$ cat src/rtl/sew_pkg.sv
`timescale 1ns/1ps
package sew_pkg;

    typedef enum logic [1:0] {
        SEW_IDLE   = 2'd0,
        SEW_OPEN   = 2'd1,
        SEW_COMMIT = 2'd2
    } sew_state_e;

    typedef struct packed {
        logic tmr_load;
        logic mask_set;
        logic mask_clr;
    } sew_act_t;

    function automatic logic is_collecting(input sew_state_e s);
        return s == SEW_OPEN;
    endfunction

endpackage

$ cat src/rtl/sew_window_timer.sv
`timescale 1ns/1ps
module sew_window_timer #(
    parameter int WIN_CYC = 2500
) (
    input  logic clk,
    input  logic rst,
    input  logic load,
    input  logic run,
    output logic expired
);
    localparam int CNT_W = $clog2(WIN_CYC + 1);
    localparam logic [CNT_W-1:0] RELOAD = CNT_W'(WIN_CYC - 1);

    logic [CNT_W-1:0] cnt;

    always_ff @(posedge clk) begin
        if (rst) begin
            cnt <= '0;
        end else if (load) begin
            cnt <= RELOAD;
        end else if (run && cnt != '0) begin
            cnt <= cnt - 1'b1;
        end
    end

    assign expired = (cnt == '0);

    AST_CNT_BOUND: assert property (@(posedge clk) disable iff (rst)
        cnt <= RELOAD);

    AST_RELOAD_SEEN: assert property (@(posedge clk) disable iff (rst)
        load |=> cnt == RELOAD);
endmodule

$ cat src/rtl/sew_sector_mask.sv
`timescale 1ns/1ps
module sew_sector_mask #(
    parameter int N_SECT = 19,
    parameter int IDX_W  = $clog2(N_SECT)
) (
    input  logic              clk,
    input  logic              rst,
    input  logic              set_en,
    input  logic [IDX_W-1:0]  set_idx,
    input  logic              clr,
    output logic [N_SECT-1:0] mask
);
    logic [N_SECT-1:0] dec;

    for (genvar g = 0; g < N_SECT; g++) begin : g_dec
        assign dec[g] = (set_idx == IDX_W'(g));
    end

    always_ff @(posedge clk) begin
        if (rst || clr) begin
            mask <= '0;
        end else if (set_en) begin
            mask <= mask | dec;
        end
    end

    AST_SET_ADDS_BIT: assert property (@(posedge clk) disable iff (rst)
        (set_en && !clr) |=> ((mask & $past(dec)) == $past(dec)));

    AST_CLR_EMPTIES: assert property (@(posedge clk) disable iff (rst)
        clr |=> mask == '0);
endmodule

$ cat src/rtl/sew_ctrl.sv
`timescale 1ns/1ps
module sew_ctrl
    import sew_pkg::*;
(
    input  logic       clk,
    input  logic       rst,
    input  logic       se_req,
    input  logic       se_ok,
    input  logic       cmd_wr,
    input  logic       cmd_suspend,
    input  logic       erase_done,
    input  logic       win_expired,
    output sew_act_t   act,
    output sew_state_e state,
    output logic       erase_start
);
    sew_state_e state_n;
    logic accept, abort_b, commit, finish;

    always_comb begin
        accept  = se_req && se_ok && (state != SEW_COMMIT);
        abort_b = is_collecting(state) && cmd_wr && !cmd_suspend && !se_req;
        commit  = is_collecting(state) && win_expired && !accept && !abort_b;
        finish  = (state == SEW_COMMIT) && erase_done;

        act.tmr_load = accept;
        act.mask_set = accept;
        act.mask_clr = abort_b || finish;

        state_n = state;
        unique case (state)
            SEW_IDLE:   if (accept) state_n = SEW_OPEN;
            SEW_OPEN: begin
                if (abort_b)     state_n = SEW_IDLE;
                else if (commit) state_n = SEW_COMMIT;
            end
            SEW_COMMIT: if (finish) state_n = SEW_IDLE;
            default:    state_n = SEW_IDLE;
        endcase
    end

    always_ff @(posedge clk) begin
        if (rst) begin
            state       <= SEW_IDLE;
            erase_start <= 1'b0;
        end else begin
            state       <= state_n;
            erase_start <= commit;
        end
    end

    AST_START_PULSE: assert property (@(posedge clk) disable iff (rst)
        erase_start |=> !erase_start);

    AST_ABORT_IDLE: assert property (@(posedge clk) disable iff (rst)
        abort_b |=> state == SEW_IDLE);

    AST_COMMIT_HOLDS: assert property (@(posedge clk) disable iff (rst)
        (state == SEW_COMMIT && !erase_done) |=> state == SEW_COMMIT);
endmodule

$ cat src/rtl/sector_erase_collector.sv
`timescale 1ns/1ps
module sector_erase_collector
    import sew_pkg::*;
#(
    parameter int N_SECT  = 19,
    parameter int WIN_CYC = 2500,
    parameter int IDX_W   = $clog2(N_SECT)
) (
    input  logic              clk,
    input  logic              rst,
    input  logic              se_req,
    input  logic [IDX_W-1:0]  se_sector,
    input  logic              cmd_wr,
    input  logic              cmd_suspend,
    input  logic              erase_done,
    output logic [N_SECT-1:0] sector_mask,
    output logic              erase_start,
    output logic              window_closed,
    output logic              busy
);
    localparam logic [IDX_W:0] SECT_LIM = N_SECT[IDX_W:0];

    sew_act_t   act;
    sew_state_e state;
    logic       se_ok;
    logic       expired;

    assign se_ok = ({1'b0, se_sector} < SECT_LIM);

    sew_ctrl u_ctrl (
        .clk         (clk),
        .rst         (rst),
        .se_req      (se_req),
        .se_ok       (se_ok),
        .cmd_wr      (cmd_wr),
        .cmd_suspend (cmd_suspend),
        .erase_done  (erase_done),
        .win_expired (expired),
        .act         (act),
        .state       (state),
        .erase_start (erase_start)
    );

    sew_window_timer #(.WIN_CYC(WIN_CYC)) u_timer (
        .clk     (clk),
        .rst     (rst),
        .load    (act.tmr_load),
        .run     (is_collecting(state)),
        .expired (expired)
    );

    sew_sector_mask #(.N_SECT(N_SECT), .IDX_W(IDX_W)) u_mask (
        .clk     (clk),
        .rst     (rst),
        .set_en  (act.mask_set),
        .set_idx (se_sector),
        .clr     (act.mask_clr),
        .mask    (sector_mask)
    );

    assign window_closed = (state == SEW_COMMIT);
    assign busy          = (state != SEW_IDLE);

    AST_CLOSED_BUSY: assert property (@(posedge clk) disable iff (rst)
        window_closed |-> busy);

    AST_START_ON_CLOSE: assert property (@(posedge clk) disable iff (rst)
        erase_start |-> (window_closed && !$past(window_closed)));

    AST_MASK_FROZEN: assert property (@(posedge clk) disable iff (rst)
        (window_closed && !erase_done) |=> $stable(sector_mask));

    AST_IDLE_EMPTY: assert property (@(posedge clk) disable iff (rst)
        !busy |-> sector_mask == '0);

    AST_BAD_IDX_NO_OPEN: assert property (@(posedge clk) disable iff (rst)
        (!busy && !(se_req && se_ok)) |=> !busy);
endmodule

$ cat config.mk
export PLATFORM = sky130hd
export DESIGN_NAME = sector_erase_collector
export DESIGN_NICKNAME = d
export VERILOG_FILES = /design/src/rtl/sew_pkg.sv /design/src/rtl/sew_window_timer.sv /design/src/rtl/sew_sector_mask.sv /design/src/rtl/sew_ctrl.sv /design/src/rtl/sector_erase_collector.sv
export SDC_FILE = /design/constraint.sdc
export NUM_CORES = 1
export LEC_CHECK = 0
export ABC_AREA = 1
export CAP_MARGIN = 25
export CORE_UTILIZATION = 55
export CTS_BUF_LIST = sky130_fd_sc_hd__clkbuf_4
export CTS_CLUSTER_DIAMETER = 60
export CTS_CLUSTER_SIZE = 20
export DETAILED_ROUTE_END_ITERATION = 8
export PLACE_DENSITY = 0.88
export REMOVE_ABC_BUFFERS = 1
export SETUP_SLACK_MARGIN = 0.3
export SKIP_LAST_GASP = 1
export SLEW_MARGIN = 20
export SYNTH_ARGS = -nofsm -noshare
export SYNTH_HDL_FRONTEND = slang
export SYNTH_SLANG_ARGS = --single-unit
$ cat constraint.sdc
create_clock -name clk -period 4.3 [get_ports clk]
set_clock_uncertainty 0.1 [all_clocks]
set_input_delay 1.075 -clock clk [delete_from_list [all_inputs] [get_ports clk]]
set_output_delay 1.075 -clock clk [all_outputs]
set_load 0.02 [all_outputs]
After elaboration in Yosys (flattened, before gate mapping):

Cells that the tools add are included.
Widths: inputs -> output; s select.

* flip-flop bits (word level): 34
* logic and storage cells: 63
* output and inout port bits: 22
* bits of input ports: 11

* reduce and logical (&&, ||, !) cells: 24
* bitwise logic cells: 1
* muxes and demuxes: 7
* magnitude comparators: 1
* add/sub/neg operators: 1
* eq/ne operators: 24

Operators with widths (number)
* $eq 5x4->1 const B: 8
* $mux 12: 2
* $eq 5x3->1 const B: 4
* $or 19x19->19: 1
* $eq 5x5->1 const B: 3
* $logic_not 12->1: 1
* $reduce_bool 12->1: 1
* $sub 12x1->12 const B: 1
* $eq 5x2->1 const B: 2
* $logic_and 1x1->1: 10
* $mux 2: 4
* $pmux 2 s3: 1
* $eq 5x1->1 const B: 1
* $logic_not 5->1: 1
* $lt 5x5->1 const B: 1
* $logic_not 1->1: 4
* $ne 2x1->1 const B: 2
* $reduce_bool 2->1: 2
* $ne 3x3->1 const B: 1
* $reduce_and 3->1: 1
* $eq 2x1->1 const B: 1
* $eq 2x2->1 const B: 1
* $logic_not 2->1: 1
* $logic_or 1x1->1: 2
* 2 further kinds: 2

Longest topological paths before layout:

Gate-level depths: netlist of the first run.

* depth after elaboration: 9
* depth in mapped cells: 11
* depth with buffers taken out: 10

Cells and area by module:

From an unflattened synthesis of the first run, not the netlist that was laid out.

* cells, all modules: 264
* area total of the unflattened synthesis: 1843.0 um2

Modules (own cells, without submodules)
* sew_sector_mask: instances 1, cells an instance 98, area each 820.8 um2, sequential area each 380.4 um2
* sew_window_timer: instances 1, cells an instance 131, area each 807.0 um2, sequential area each 240.2 um2
* sew_ctrl: instances 1, cells an instance 26, area each 181.4 um2, sequential area each 60.1 um2
* sector_erase_collector: instances 1, cells an instance 9, area each 33.8 um2, sequential area each 0.0 um2

Least setup slack after synthesis of the first run:

OpenSTA, ideal clock, no wires.

* path kind: input -> register
* start point: input port se_sector[3]
* end point: register u_mask.mask[15]
* buffers on the path: 0
* setup slack: 2.301 ns
* required time: 4.129 ns
* stages: 7
* data arrival time: 1.828 ns
* setup time: 0.071 ns
* cell sequence: nor2_1 -> nand2_1 -> nand2_1 -> nand2_8 -> nor3_2 -> nand2_1 -> a21oi_1

* word-level cells in the longest chain between the ends: 3
* elaborated cells on any way between the ends: 5
* those cells by class: 1 x order compare; 1 x eq/ne; 1 x bitwise; 2 x reduce/logical

Ends and longest elaborated chain
* start: declaration: line sector_erase_collector.sv:12 `input logic [IDX_W-1:0] se_sector,`
* $lt 5x5->1: line sector_erase_collector.sv:28 `assign se_ok = ({1'b0, se_sector} < SECT_LIM);`
* $logic_and 1x1->1 (2 in series): line sew_ctrl.sv:21 `accept = se_req && se_ok && (state != SEW_COMMIT);`
* end signal: assignment: line sew_sector_mask.sv:23 `mask <= mask | dec;`
* end: declaration: line sew_sector_mask.sv:11 `output logic [N_SECT-1:0] mask`

Parallel ways exist; a longest one is shown, timed or not.
A chain may end at the register's enable or synchronous reset.

Worst setup path after layout of the first run:

* start point: register u_ctrl.state[1]
* end point: output port window_closed

* word-level cells in the longest chain between the ends: 1

Ends and longest elaborated chain
* start: declaration: line sew_ctrl.sv:14 `output sew_state_e state,`
* start signal: assignment: line sew_ctrl.sv:47 `state <= state_n;`
* $eq 2x2->1: line sector_erase_collector.sv:61 `assign window_closed = (state == SEW_COMMIT);`
* end: declaration: line sector_erase_collector.sv:18 `output logic window_closed,`

Every way passes these cells.

==> metrics.md, run 1 <==
| Metric | Value |
|---|---|
| DRT iter0 DRCs | 66 |
| Bufs and invs on worst path | 2 |
| Commonest non-fill, non-tap cell in the layout | nand2_1 |
| Core Region | 2853 µm² |
| Final WS setup | 1.448 ns |
| Ant diodes | 0 |
| Nets | 288 |
| Number of global-route vias before repair | 1450 |
| Hpwl dp | 2.881 mm |
| Placer congestion estimate | 0.8897 |
| Global-route wire length before repair | 6.617 mm |
| Die area | 3344 µm² |
| Critical Path AT | 1.68 ns |
| Total power | 0.7600 mW |
| Drt first pass iters | 6 |
| Worst slack at placement | 1.659 ns |
| Max Slew Vio Count | 0 |
| # setup viols final | 0 |
| F_max | 350.7 MHz |
| WP data required | 3.12 ns |
| Crit path cell chain | inv_2 -> nor2_4 -> clkdlybuf4s50_1 |
| Clock Tree Root | clkbuf_4 |
| Number of synthesized register bits | 34 |
| Relative slew slack | 63.99% |
| Post-CTS Resized | 0 |
| Slew @ Worst Pin | 0.5360 ns |
| IO Port Bufs | 32 |
| Total track usage | 25.73% |
| FILL cells | 221 |
| Post-CTS setup buffers | 0 |
| FF/Latch Area | 680.7 µm² |
| Max FO, Critical Path | 5 |
| PwrDens | 359.4 nW/µm² |
| Inserted Clock Buffers | 5 |
| Worst setup SP type | flip-flop |
| Crit-path slowest cell | clkdlybuf4s50_1 |
| Hold crit path type | flip-flop to flip-flop |
| Max Buffers Root-to-Sink | 2 |
| Initial Utilization | 60.09% |
| Largest net degree at the start of global routing | 20 |
| Placement Rows | 19 |
| Synthesis-to-layout area growth | 23.36% |
| Drt wl/cell | 12.71 µm |
| Gr ovfl total | 0 |
| Largest cells by area after synthesis | dfxtp_1 (40%), nand2_1 (10%), nor2_1 (8.3%) |
| Synth warn | 0 |
| Sequential area share after synthesis | 39.71% |
| Worst Setup SP | u_ctrl.state[1] |
| Status | finished, violations left |
| Multi-input logic area | 884.6 µm² |
| Initial antenna violation count | 0 |
| Share of the synthesized area in the top cell type | 39.71% |
| Failing checks | DRC |
| Top Ports | 33 |
| Final setup TNS | 0 ns |
| Max VDD drop | 0.0002544 V |
| # clock sinks | 34 |
| Worst r2r src | u_timer.cnt[0] |
| Synth unique cells | 30 |
| Via density | 5.454 |
| Family with the most delay on the worst path | buffers and inverters |
| Final Hold Fails | 0 |
| Share of cells above drive strength 1 | 9.455% |
| Lkg Pwr | 0.8970 nW |
| Die X | 57.83 µm |
| Final core utilization | 74.12% |
| Final ANT Viol Nets | 0 |
| Fin crit share | 66.32% |
| Setup crit end kind | output pin |
| DR DRC count | 3 |
| CTS tree | yes |
| H-tree depth | 2 |
| Synthesized cell area | 1714 µm² |
| Die Ht | 57.83 µm |
| Syn Inst Count | 239 |
| Worst stage delay on the critical path | 0.64 ns |
| Worst-skew pair later-pin latency | 0.34 ns |
| RSZ-0062 raised after global routing | false |
| Largest area contributor in the netlist | dfxtp_1 |
| Post-route minimum period | 2.852 ns |
| CTS Hold Buffers Added | 0 |
| Max cap viols | 0 |
| Critical path class | flip-flop to output pin |
| Most frequent cells in the layout | nand2_1 (46), nor2_1 (38), dfxtp_1 (34), clkdlybuf4s50_1 (32), inv_1 (27) |
| Avg Inst Size Synth | 7.172 µm² |
| Register clock-pin slew on the reported worst setup and hold paths | 0.11 ns |
| Hold Startpoint | u_mask.mask[9] |
| Detailed Route WL | 3.889 mm |
| Routed vias | 1669 |
synthesized netlist by cell type, drive strengths merged:
cell / number
nand3: 22
dfxtp: 34
xnor2: 1
or2: 2
o21ai: 1
o21bai: 1
nand3b: 2
a31oi: 5
a21oi: 27
xor2: 4
nor3: 7
nand4: 3
ha: 2
nand2: 49
inv: 31
nor2: 45
buf: 3
tightest hold or removal path: stages (launching register included):
cell and delay (ns):
dfxtp_1 0.33, inv_1 0.05, a21oi_1 0.05
stage by stage:
step                hold WS (ns)  instance area (µm²)  instances
floorplan                 0.3805                 1684        236
global placement          0.3374                 2043        299
detailed placement        0.3430                 2043        299
CTS                       0.3585                 2115        306
global route              0.3806                 2115        306
finish                    0.3593                 2115        306
cells by family after synthesis:
kind of cell,after synthesis,synth area share [%]
adder cells (fa/ha/maj),2,1.460
AO/OA/AOI/OAI,34,10.66
buffers and inverters,34,8.687
flip-flops,34,39.71
XOR/XNOR,5,2.555
AND/OR/NAND/NOR,130,36.93
power breakdown:
group	internal (mW)	switching, mW	leakage (nW)
clock	0.117	0.108	0.0387
sequential	0.329	0.0152	0.276
combinational	0.0716	0.119	0.582
total	0.518	0.242	0.897
state kept, by name, indices dropped and copies added (netlist names):
signal,cells
u_mask.mask,19
u_timer.cnt,12
u_ctrl.erase_start,1
u_ctrl.state,2
area by class of cell:
class,instances,share of cell area [%]
Timing Repair Buffer,32,15.15
Clock inverter,2,1.598
Tap cell,31,1.834
Sequential cell,34,32.19
Clock buffer,5,1.775
Multi-Input combinational cell,171,41.83
Inverter,31,5.621
per-layer routing:
layer  up-vias  track usage (%)  part of all wire (%)
li1        847                -                     -
met4         0            7.143                   1.3
met2        56            38.42                    44
met1       760            36.86                    48
met3         6            6.696                   6.5
met5         -                0                     0
path summary, 6_finish.rpt:
| kind | cells past startpoint | to | slack (ns) |
|---|---|---|---|
| max | 3 | window_closed | 1.45 |
| min | 2 | u_mask.mask[9] | 0.36 |
| max reg2reg | 9 | u_timer.cnt[11] | 2.46 |
| min reg2reg | 2 | u_mask.mask[9] | 0.36 |
Power figures use the tool's default switching activity.
==> run 2: changes to the inputs <==
--- a/config.mk
+++ b/config.mk
@@ -7,12 +7,12 @@
 export LEC_CHECK = 0
 export ABC_AREA = 1
 export CAP_MARGIN = 25
-export CORE_UTILIZATION = 55
+export CORE_UTILIZATION = 48
 export CTS_BUF_LIST = sky130_fd_sc_hd__clkbuf_4
 export CTS_CLUSTER_DIAMETER = 60
 export CTS_CLUSTER_SIZE = 20
 export DETAILED_ROUTE_END_ITERATION = 8
-export PLACE_DENSITY = 0.88
+export PLACE_DENSITY = 0.82
 export REMOVE_ABC_BUFFERS = 1
 export SETUP_SLACK_MARGIN = 0.3
 export SKIP_LAST_GASP = 1
==> constraint.sdc (replaced) <==
create_clock -name clk -period 2.3 [get_ports clk]
set_clock_uncertainty 0.1 [all_clocks]
set_input_delay 0.575 -clock clk [delete_from_list [all_inputs] [get_ports clk]]
set_output_delay 0.575 -clock clk [all_outputs]
set_load 0.02 [all_outputs]
==> run 2 against run 1 <==
Effect of this change:
- the run now ends clean
- cell count is 6.2% higher
- via count is 0.66% lower
- register-to-register slack worse by 2.0 ns
- die area is 14% higher
- first-iteration DRC count is 79% higher
- highest routed layer unchanged
- combinational power is 87% higher
- sequential share of layout area is 0.80 points lower
- global-route usage is 2.4 points lower
==> metrics.md, run 2 (synthesis results as in run 1) <==
| Metric | Value |
|---|---|
| Status | completed |
| Worst-skew pair later-pin latency | 0.34 ns |
| Biggest regs | u_mask.mask x19, u_timer.cnt x12, u_ctrl.state x2 |
| Total track usage | 23.33% |
| Detailed Route WL | 3.947 mm |
| Crit-path slowest cell | clkdlybuf4s50_1 |
| Final WS setup | 0.3771 ns |
| Post-route minimum period | 1.923 ns |
| Crit path cell chain | clkdlybuf4s50_1 |
| Max cap viols | 0 |
| Gr ovfl total | 0 |
| Bufs and invs on worst path | 1 |
| Max Slew Vio Count | 0 |
| Final setup TNS | 0 ns |
| F_max | 520.0 MHz |
| PwrDens | 611.6 nW/µm² |
| Placed Cells incl. Taps | 318 |
| Via density | 5.102 |
| Max Buffers Root-to-Sink | 2 |
| Max reg flops | 19 |
| Post-CTS setup buffers | 0 |
| Reg with most FFs | u_mask.mask |
| Critical path class | flip-flop to output pin |
| Worst stage delay on the critical path | 0.59 ns |
| Register clock-pin slew on the reported worst setup and hold paths | 0.10 ns |
| Global-route wire length before repair | 6.361 mm |
| Placement Rows | 21 |
| Nets | 292 |
| Hold Startpoint | u_mask.mask[5] |
| Final Hold Fails | 0 |
| Placer congestion estimate | 0.8695 |
| DR DRC count | 0 |
| Family with the most delay on the worst path | buffers and inverters |
| Worst r2r src | u_timer.cnt[0] |
| Final non-filler cell total | 325 |
| Post-route cell area | 2172 µm² |
| Critical Path AT | 1.25 ns |
| Most frequent cells in the layout | nand2_1 (46), nor2_1 (38), dfxtp_1 (33), inv_1 (27), a21oi_1 (26) |
| Worst r2r dst | u_timer.cnt[6] |
| IO Port Bufs | 32 |
| DRT iter0 DRCs | 118 |
| Worst Reg-to-Reg Cells | 9 |
| Initial Utilization | 50.57% |
| Top Ports | 33 |
| # clock sinks | 34 |
| Worst setup SP type | flip-flop |
| DP Area | 2092 µm² |
| Slew @ Worst Pin | 0.4874 ns |
| FILL cells | 288 |
| Hpwl dp | 2.844 mm |
| Setup crit end kind | output pin |
| R2R Setup Slk | 0.47 ns |
| Max FO, Critical Path | 1 |
| WHS Endpoint | u_mask.mask[5] |
| CTS Hold Buffers Added | 0 |
| Share of cells above drive strength 1 | 11.47% |
| WP data required | 1.62 ns |
| Final ANT Viol Nets | 0 |
| Worst slack at placement | 0.2048 ns |
| Max VDD drop | 0.0003469 V |
| H-tree depth | 2 |
| Synthesis-to-layout area growth | 26.72% |
| RSZ-0062 raised after global routing | false |
| Drt wl/cell | 12.14 µm |
| Clock Tree Root | clkbuf_4 |
| Hold Crit Depth | 2 |
| Inserted Clock Buffers | 5 |
| Lkg Pwr | 1.199 nW |
| Drt first pass iters | 4 |
| # setup viols final | 0 |
| Routed vias | 1658 |
| Die area | 3814 µm² |
| Total power | 1.328 mW |
| Multi-input logic area | 884.6 µm² |
| Number of global-route vias before repair | 1441 |
| Hold crit path type | flip-flop to flip-flop |
| Largest net degree at the start of global routing | 20 |
| FF/Latch Area | 681.9 µm² |
| Die Ht | 61.76 µm |
| CTS tree | yes |
| Fin crit share | 83.61% |
| Initial antenna violation count | 0 |
| Die X | 61.76 µm |
| Commonest non-fill, non-tap cell in the layout | nand2_1 |
| Core Region | 3390 µm² |
| Relative slew slack | 67.51% |
| Ant diodes | 0 |
-- run 2: cell types whose count changed in the layout (fill, tap and decap cells not counted) --
cell	delta
dfxtp_1	-1
buf_4	+4
dlymetal6s2s_1	+14
clkdlybuf4s50_1	-21
dlygate4sd2_1	+7
bufinv_16	-1
clkinv_1	-1
dfxtp_2	+1
clkbuf_4	+1
clkinvlp_4	+1
-- run 2: final cells by class --
cell class,instances,area share [%]
Tap cell,46,2.650
Sequential cell,34,31.39
Inverter,31,5.472
Multi-Input combinational cell,171,40.73
Clock buffer,6,2.074
Timing Repair Buffer,36,17.34
Clock inverter,1,0.3456
-- run 2: worst max-delay path by stage --
stage | cells past startpoint | end | start
2_1_floorplan | 9 | u_timer.cnt[6] | u_timer.cnt[0]
4_1_cts | 1 | sector_mask[17] | u_mask.mask[17]
3_5_place_dp | 8 | u_mask.mask[15] | se_sector[3]
6_report | 1 | erase_start | u_ctrl.erase_start
5_1_grt | 9 | u_timer.cnt[11] | u_timer.cnt[0]
3_3_place_gp | 6 | u_mask.mask[10] | se_sector[1]
-- run 2: tightest hold or removal path, cell delays in order, from the launching register on --
cell and delay (ns):
dfxtp_1 0.32, inv_1 0.05, a21oi_1 0.05
-- run 2: stage by stage --
step                      hold WS [ns]  utilization, %
after global routing            0.3735           64.08
after CTS                       0.3645           63.05
after floorplan                 0.3805               -
after detailed placement        0.3480           61.72
final                           0.3594           64.08
after global placement          0.3388           61.72
-- run 2: where the power goes --
part | internal (mW) | leakage (nW) | switching, mW | total, mW
clock | 0.126 | 0.0278 | 0.201 | 0.327
sequential | 0.615 | 0.277 | 0.0290 | 0.644
combinational | 0.134 | 0.895 | 0.224 | 0.357
total | 0.874 | 1.20 | 0.454 | 1.33
-- run 2: what timing repair did --
action | in CTS | in global routing
endpoints found under the setup margin | 7 | 14
gates cloned | 0 | 0
pin swaps | 0 | 0
resized for setup | 8 | 14
-- run 2: metal layers --
layer  global-route usage, %  up-vias  share of wire [%]
met5                       0        -                  0
met4                   11.75        0                1.4
met3                   6.004        7                6.5
met2                   34.87       55                 46
met1                   31.23      741                 46
li1                        -      855                  -
